===== config.mk =====
export PLATFORM = sky130hd
export DESIGN_NAME = serial_rx_path
export DESIGN_NICKNAME = d
export VERILOG_FILES = /design/src/rtl/rxp_pkg.sv /design/src/rtl/rxp_sync.sv /design/src/rtl/rxp_frame.sv /design/src/rtl/rxp_store.sv /design/src/rtl/serial_rx_path.sv
export SDC_FILE = /design/constraint.sdc
export NUM_CORES = 1
export LEC_CHECK = 0
export ABC_AREA = 1
export BUFFER_PORTS_ARGS = -buffer_cell sky130_fd_sc_hd__buf_2
export CORE_MARGIN = 2
export CORE_UTILIZATION = 55
export DETAILED_ROUTE_END_ITERATION = 16
export HOLD_SLACK_MARGIN = 0.15
export PLACE_DENSITY = 0.74
export SLEW_MARGIN = 20
export SYNTH_ARGS = -nofsm -noshare
export SYNTH_HDL_FRONTEND = slang
export SYNTH_SLANG_ARGS = --single-unit

===== constraint.sdc =====
create_clock -name clk -period 2.8 [get_ports clk]
set_clock_uncertainty 0.15 [all_clocks]
set_input_delay 0.14 -clock clk [delete_from_list [all_inputs] [get_ports clk]]
set_output_delay 0.14 -clock clk [all_outputs]
set_load 0.03 [all_outputs]

===== src/rtl/rxp_pkg.sv =====
package rxp_pkg;

  localparam int RXP_DW = 8;

  typedef enum logic [2:0] {
    ST_IDLE,
    ST_START,
    ST_DATA,
    ST_PAR,
    ST_STOP,
    ST_LINEWAIT
  } rxp_state_e;

  typedef struct packed {
    logic              brk;
    logic              ferr;
    logic              perr;
    logic [RXP_DW-1:0] data;
  } rxp_entry_t;

endpackage


===== src/rtl/rxp_sync.sv =====
module rxp_sync #(
  parameter int STAGES = 2
) (
  input  logic clk,
  input  logic rst_n,
  input  logic din,
  output logic dout
);

  logic [STAGES-1:0] sh_q;
  logic [STAGES-1:0] sh_d;

  always_comb begin
    sh_d = {sh_q[STAGES-2:0], din};
  end

  always_ff @(posedge clk or negedge rst_n) begin
    if (!rst_n) begin
      sh_q <= '1;
    end else begin
      sh_q <= sh_d;
    end
  end

  assign dout = sh_q[STAGES-1];

endmodule


===== src/rtl/rxp_frame.sv =====
module rxp_frame
  import rxp_pkg::*;
#(
  parameter int OVS = 16
) (
  input  logic       clk,
  input  logic       rst_n,
  input  logic       tick,
  input  logic       rxs,
  input  logic       par_en,
  input  logic       par_odd,
  output logic       push_vld,
  output rxp_entry_t push_entry
);

  localparam int CW   = $clog2(OVS);
  localparam int BW   = $clog2(RXP_DW);
  localparam int HALF = OVS / 2;

  rxp_state_e        state_q, state_d;
  logic [CW-1:0]     cnt_q, cnt_d;
  logic [BW-1:0]     bit_q, bit_d;
  logic [RXP_DW-1:0] shf_q, shf_d;
  logic              parb_q, parb_d;
  logic              push_q, push_d;
  rxp_entry_t        ent_q, ent_d;
  logic              at_mid, at_end, exp_par;

  assign at_mid  = tick && (cnt_q == CW'(HALF - 1));
  assign at_end  = tick && (cnt_q == CW'(OVS - 1));
  assign exp_par = (^shf_q) ^ par_odd;

  always_comb begin
    state_d = state_q;
    cnt_d   = cnt_q;
    bit_d   = bit_q;
    shf_d   = shf_q;
    parb_d  = parb_q;
    push_d  = 1'b0;
    ent_d   = ent_q;
    unique case (state_q)
      ST_IDLE: begin
        if (tick && !rxs) begin
          state_d = ST_START;
          cnt_d   = '0;
        end
      end
      ST_START: begin
        if (at_mid) begin
          cnt_d   = '0;
          bit_d   = '0;
          state_d = rxs ? ST_IDLE : ST_DATA;
        end else if (tick) begin
          cnt_d = cnt_q + 1'b1;
        end
      end
      ST_DATA: begin
        if (at_end) begin
          cnt_d = '0;
          shf_d = {rxs, shf_q[RXP_DW-1:1]};
          if (bit_q == BW'(RXP_DW - 1)) begin
            state_d = par_en ? ST_PAR : ST_STOP;
          end else begin
            bit_d = bit_q + 1'b1;
          end
        end else if (tick) begin
          cnt_d = cnt_q + 1'b1;
        end
      end
      ST_PAR: begin
        if (at_end) begin
          cnt_d   = '0;
          parb_d  = rxs;
          state_d = ST_STOP;
        end else if (tick) begin
          cnt_d = cnt_q + 1'b1;
        end
      end
      ST_STOP: begin
        if (at_end) begin
          cnt_d      = '0;
          push_d     = 1'b1;
          ent_d.data = shf_q;
          ent_d.perr = par_en && (parb_q != exp_par);
          ent_d.ferr = !rxs;
          ent_d.brk  = !rxs && (shf_q == '0) && (!par_en || !parb_q);
          state_d    = rxs ? ST_IDLE : ST_LINEWAIT;
        end else if (tick) begin
          cnt_d = cnt_q + 1'b1;
        end
      end
      ST_LINEWAIT: begin
        if (rxs) begin
          state_d = ST_IDLE;
        end
      end
      default: state_d = ST_IDLE;
    endcase
  end

  always_ff @(posedge clk or negedge rst_n) begin
    if (!rst_n) begin
      state_q <= ST_IDLE;
      cnt_q   <= '0;
      bit_q   <= '0;
      shf_q   <= '0;
      parb_q  <= 1'b0;
      push_q  <= 1'b0;
      ent_q   <= '0;
    end else begin
      state_q <= state_d;
      cnt_q   <= cnt_d;
      bit_q   <= bit_d;
      shf_q   <= shf_d;
      parb_q  <= parb_d;
      push_q  <= push_d;
      ent_q   <= ent_d;
    end
  end

  assign push_vld   = push_q;
  assign push_entry = ent_q;

endmodule


===== src/rtl/rxp_store.sv =====
module rxp_store
  import rxp_pkg::*;
#(
  parameter int DEPTH = 64
) (
  input  logic                       clk,
  input  logic                       rst_n,
  input  logic                       fifo_en,
  input  logic                       clr,
  input  logic                       push,
  input  rxp_entry_t                 push_entry,
  input  logic                       pop_req,
  input  logic                       ovr_clr,
  output rxp_entry_t                 head,
  output logic                       ready,
  output logic [$clog2(DEPTH+1)-1:0] level,
  output logic                       overrun
);

  localparam int AW = $clog2(DEPTH);
  localparam int LW = $clog2(DEPTH + 1);

  rxp_entry_t    mem_q [DEPTH];
  logic [AW-1:0] wptr_q, wptr_d, rptr_q, rptr_d;
  logic [LW-1:0] lvl_q, lvl_d;
  logic          ovr_q, ovr_d;
  logic          full, do_clr, do_pop, do_push, ovr_set;

  function automatic logic [AW-1:0] wrap_inc(input logic [AW-1:0] p);
    return (p == AW'(DEPTH - 1)) ? '0 : p + 1'b1;
  endfunction

  always_comb begin
    full    = fifo_en ? (lvl_q == LW'(DEPTH)) : (lvl_q != '0);
    do_clr  = clr && fifo_en;
    do_pop  = pop_req && (lvl_q != '0) && !do_clr;
    do_push = push && !do_clr && (!full || do_pop);
    ovr_set = push && !do_clr && full && !do_pop;

    wptr_d = wptr_q;
    rptr_d = rptr_q;
    lvl_d  = lvl_q;
    if (do_clr) begin
      wptr_d = '0;
      rptr_d = '0;
      lvl_d  = '0;
    end else begin
      if (do_push) wptr_d = wrap_inc(wptr_q);
      if (do_pop)  rptr_d = wrap_inc(rptr_q);
      if (do_push && !do_pop) lvl_d = lvl_q + 1'b1;
      if (do_pop && !do_push) lvl_d = lvl_q - 1'b1;
    end

    ovr_d = ovr_q;
    if (ovr_clr)      ovr_d = 1'b0;
    else if (ovr_set) ovr_d = 1'b1;
  end

  always_ff @(posedge clk or negedge rst_n) begin
    if (!rst_n) begin
      wptr_q <= '0;
      rptr_q <= '0;
      lvl_q  <= '0;
      ovr_q  <= 1'b0;
    end else begin
      wptr_q <= wptr_d;
      rptr_q <= rptr_d;
      lvl_q  <= lvl_d;
      ovr_q  <= ovr_d;
    end
  end

  always_ff @(posedge clk) begin
    if (do_push) begin
      mem_q[wptr_q] <= push_entry;
    end
  end

  assign head    = (lvl_q != '0) ? mem_q[rptr_q] : '0;
  assign ready   = (lvl_q != '0);
  assign level   = lvl_q;
  assign overrun = ovr_q;

endmodule


===== src/rtl/serial_rx_path.sv =====
module serial_rx_path
  import rxp_pkg::*;
#(
  parameter int OVS         = 16,
  parameter int DEPTH       = 64,
  parameter int SYNC_STAGES = 2
) (
  input  logic                       clk,
  input  logic                       rst_n,
  input  logic                       tick16_en,
  input  logic                       rxd,
  input  logic                       fifo_en,
  input  logic                       par_en,
  input  logic                       par_odd,
  input  logic                       fifo_clr,
  input  logic                       ovr_clr,
  input  logic                       rd_en,
  output logic [RXP_DW-1:0]          rd_data,
  output logic                       rd_perr,
  output logic                       rd_ferr,
  output logic                       rd_brk,
  output logic                       data_ready,
  output logic [$clog2(DEPTH+1)-1:0] fifo_level,
  output logic                       overrun
);

  logic       rx_s;
  logic       push_vld;
  rxp_entry_t push_entry;
  rxp_entry_t head;

  rxp_sync #(.STAGES(SYNC_STAGES)) u_sync (
    .clk   (clk),
    .rst_n (rst_n),
    .din   (rxd),
    .dout  (rx_s)
  );

  rxp_frame #(.OVS(OVS)) u_frame (
    .clk        (clk),
    .rst_n      (rst_n),
    .tick       (tick16_en),
    .rxs        (rx_s),
    .par_en     (par_en),
    .par_odd    (par_odd),
    .push_vld   (push_vld),
    .push_entry (push_entry)
  );

  rxp_store #(.DEPTH(DEPTH)) u_store (
    .clk        (clk),
    .rst_n      (rst_n),
    .fifo_en    (fifo_en),
    .clr        (fifo_clr),
    .push       (push_vld),
    .push_entry (push_entry),
    .pop_req    (rd_en),
    .ovr_clr    (ovr_clr),
    .head       (head),
    .ready      (data_ready),
    .level      (fifo_level),
    .overrun    (overrun)
  );

  assign rd_data = head.data;
  assign rd_perr = head.perr;
  assign rd_ferr = head.ferr;
  assign rd_brk  = head.brk;

endmodule


==> metrics.md <==
| Metric | Value |
|---|---|
| Post-route clock period utilization | `114%` |
| Synth Register Bits | `757` |
| Seq/Total Area, Yosys | `67.8%` |
| I/O Buffers | `29` |
| Starting density of the core | `55.8%` |
| Cells after Synth | `3,139` |
| Max FO, Critical Path | `12` |
| Crit path largest cell delay | `0.48 ns` |
| Post-Syn Area | `33,100 sq um` |
| Post-Layout Inst Area | `38,900 sq um` |
| Largest net degree at the start of global routing | `70` |
| CTS Buf Count | `78` |
| Synth unique cells | `42` |
| Final Non-Filler Cells | `4,124` |
| Layout cells sized above 1 | `15.3%` |
| CP delay by family, top | `buffers and inverters` |
| Peak supply drop | `0.765 mV` |
| Die area | `62,200 sq um` |
| Synth top cells by count | `nand2_1, edfxtp_1, nand3_1` |
| Max Transition Viols Final | `0` |
| Syn Area/Cell | `10.6 sq um` |
| Vias/cell | `5.81` |
| Clk sinks | `757` |
| Antenna-violating nets left | `0` |
| H-Tree Depth | `3` |
| # setup viols final | `11` |
| Worst-Skew Late Latency | `0.62 ns` |
| FP Rows | `89` |
| Power share of the clock group | `29.6%` |
| Total power divided by cell area | `842 nW/um^2` |
| Initial DRC count | `3,088` |
| Fmax | `315 MHz` |
| Worst Path Buf+Inv | `6` |
| Critical Path, Cell by Cell | `buf_12, clkinv_16, buf_12, buf_16, nand2_1, nand3_2, nand3_2, nand3_2, nand2_2, nand2_1, nand2_1, inv_2, a21oi_4, buf_6` |
| Psw | `0.0111 W` |
| TritonCTS clock tree | `built` |
| Top cells by area, synth | `edfxtp_1, nand2_1, nand3_1` |
| Die Width | `249 um` |
| Die Ht | `249 um` |
| Failing checks | `setup timing` |
| PnR worst setup slack | `-0.378 ns` |
| Worst EP arrival | `2.89 ns` |
| CP Class | `reg2out` |
| Placed inst area | `34,700 sq um` |
| Status | `finished, violations left` |
| Main flop type after synthesis | `edfxtp_1` |
| Seq pwr share | `38.1%` |
| Slowest-stage cell, CP | `dfrtp_4` |
| Combinational power share | `32.2%` |
| GRT Util Overall | `28.5%` |
| First-pass GRT wire length | `135,000 um` |
| CTS max path bufs | `3` |
| DR WL/cell | `21.9 um` |
| CP startpoint kind | `flip-flop` |
| Pint | `0.0216 W` |
| Placer Congestion | `0.899` |
| Ys Warns | `0` |
| Initial antenna violation count | `0` |
| Post-synth top area cell | `edfxtp_1` |
| Diodes inserted | `0` |
| FILL cells | `4,248` |
| Final critical-path required period | `3.18 ns` |
| DR vias | `23,900` |
| TritonRoute pass-1 iters | `6` |
| P_leak | `15.9 nW` |
| Sw Ratio | `34.0%` |
| Post-synth ARST share | `7.00%` |
| Core ar. | `59,400 sq um` |
| Hold Path Class | `reg2reg` |
| Unrepaired setup endpoints after global routing | `true` |
| Max_slew headroom | `22.9%` |
| Hold Vio Cnt, Final | `0` |
| Top-area cell type share of the netlist area | `63.8%` |
| Area delta synth->final | `17.4%` |
| Remaining Overflow, GRT | `0` |
| Clock Pin Slew Worst Setup and Hold Paths | `0.06 ns` |
| I/O Pins | `30` |
| DP Wirelength | `49,300 um` |
| Vias in the first global route | `23,300` |
| Most frequent cell after synthesis | `nand2_1` |
| DRC | `0` |
| Slew @ Worst Pin | `1.16 ns` |
| Layout net count | `3,315` |
| Post-placement cell count | `3,922` |
| Root buffer cell | `clkbuf_16` |
| EDFF count, synth | `704` |
| Max-cap violations | `0` |
| Synthesized Nets | `3,164` |
| Nature of the critical path endpoint | `primary output` |
| Final WL | `90,300 um` |
| Critical Path RT | `2.51 ns` |
==> per-stage QoR <==
step / power [W] / util, % / hold slack [ns] / setup WS, ns / TNS (ns)
after floorplan: 0.0186 / - / -0.306 / 0.153 / 0
after global placement: 0.0208 / 58.5 / 0.0206 / 0.0952 / 0
after detailed placement: 0.0210 / 58.5 / 0.0437 / 0.0939 / 0
after CTS: 0.0321 / 64.6 / 0.203 / -0.284 / -2.85
after global routing: 0.0340 / 65.5 / 0.205 / -0.430 / -4.24
final: 0.0327 / 65.5 / 0.197 / -0.378 / -3.34
==> state kept, by name (all words and copies together) (netlist names) <==
signal / cells
u_store.overrun: 1
u_frame.push_vld: 1
u_frame.shf_q: 8
u_frame.bit_q: 3
u_store.mem_q: 704
u_frame.push_entry: 11
u_sync.sh_q: 2
u_frame.state_q: 3
u_store.wptr_q: 6
u_frame.parb_q: 1
u_frame.cnt_q: 4
u_store.rptr_q: 6
u_store.level: 7
==> repair_timing <==
action,CTS,global route
hold endpoints to repair,88,0
hold buffers,17,0
pin swaps,24,36
gates resized for setup,117,74
gates cloned,19,4
buffers inserted,11,12
setup endpoints to repair,11,305
==> cell families (layout without fill, tap and decap cells) <==
logic type      after synthesis  count (layout)  synth area share, %
simple gates               1679            1679                 21.7
flops                       757             757                 67.8
buf+inv                     546             758                 7.27
xor+xnor                      9               9                0.238
compound gates              133             133                 2.42
fa+ha+maj                    15              15                0.589
==> worst reg2reg max path: stages, from the launching register on <==
cell           delay, ns
dfrtp_1             0.46
inv_1               0.09
nand2_1             0.09
nor2_1              0.05
nand2_2             0.10
nand4_1             0.17
dlygate4sd3_1       0.65
nand4_1             0.11
dlygate4sd3_1       0.55
nand2_1             0.06
==> cell type report <==
class | instances | area (sq um) | share of cell area [%]
inverters | 390 | 1500 | 3.86
clock inverters | 44 | 272 | 0.698
repair buffers | 224 | 2740 | 7.03
clock buffers | 97 | 2090 | 5.36
multi-input cells | 1836 | 8810 | 22.6
flip-flops and latches | 757 | 22500 | 57.8
repair inverters | 3 | 41.3 | 0.106
well taps | 773 | 967 | 2.49
==> worst paths after layout <==
check                                  start  cells past startpoint                end  slack, ns
min in group asynchronous              rst_n                      4   u_frame.cnt_q[1]       0.49
max in group asynchronous              rst_n                      4  u_store.rptr_q[1]       1.62
hold / removal                u_sync.sh_q[0]                      0     u_sync.sh_q[1]       0.20
setup reg to reg            u_store.level[2]                      9   u_store.level[6]       0.21
setup / recovery           u_store.rptr_q[0]                     14            rd_ferr      -0.38
hold reg to reg               u_sync.sh_q[0]                      0     u_sync.sh_q[1]       0.20
==> power by group through the flow <==
stage	logic [W]	clock network, W	registers [W]
after floorplan	0.00586	0	0.0127
after global placement	0.00809	0	0.0127
after detailed placement	0.00830	0	0.0127
after CTS	0.00988	0.00979	0.0125
after global routing	0.0113	0.0102	0.0125
final	0.0106	0.00971	0.0125
==> placed cells by master (no fill, tap or decap), drive strengths merged, types with 17 or more instances in the layout <==
master	netlist	layout
dlygate4sd3	0	17
nand2	988	988
clkinv	0	39
or2	46	46
o211ai	34	34
edfxtp	704	704
a21oi	24	24
o21ai	63	63
nor2	138	138
buf	136	198
nand3	491	491
clkbuf	20	101
dfrtp	51	51
inv	390	396
==> layer usage <==
layer | track usage, % | vias up | routed length (um) | share of wire (%)
met3 | 5.58 | 255 | 8990 | 9.9
met1 | 37.1 | 11500 | 34200 | 38
met5 | 1.00 | - | 0 | 0
li1 | - | 10700 | - | -
met4 | 12.7 | 0 | 3910 | 4.3
met2 | 46.7 | 1422 | 43300 | 48
No activity file was read; power rests on OpenSTA's default activity.
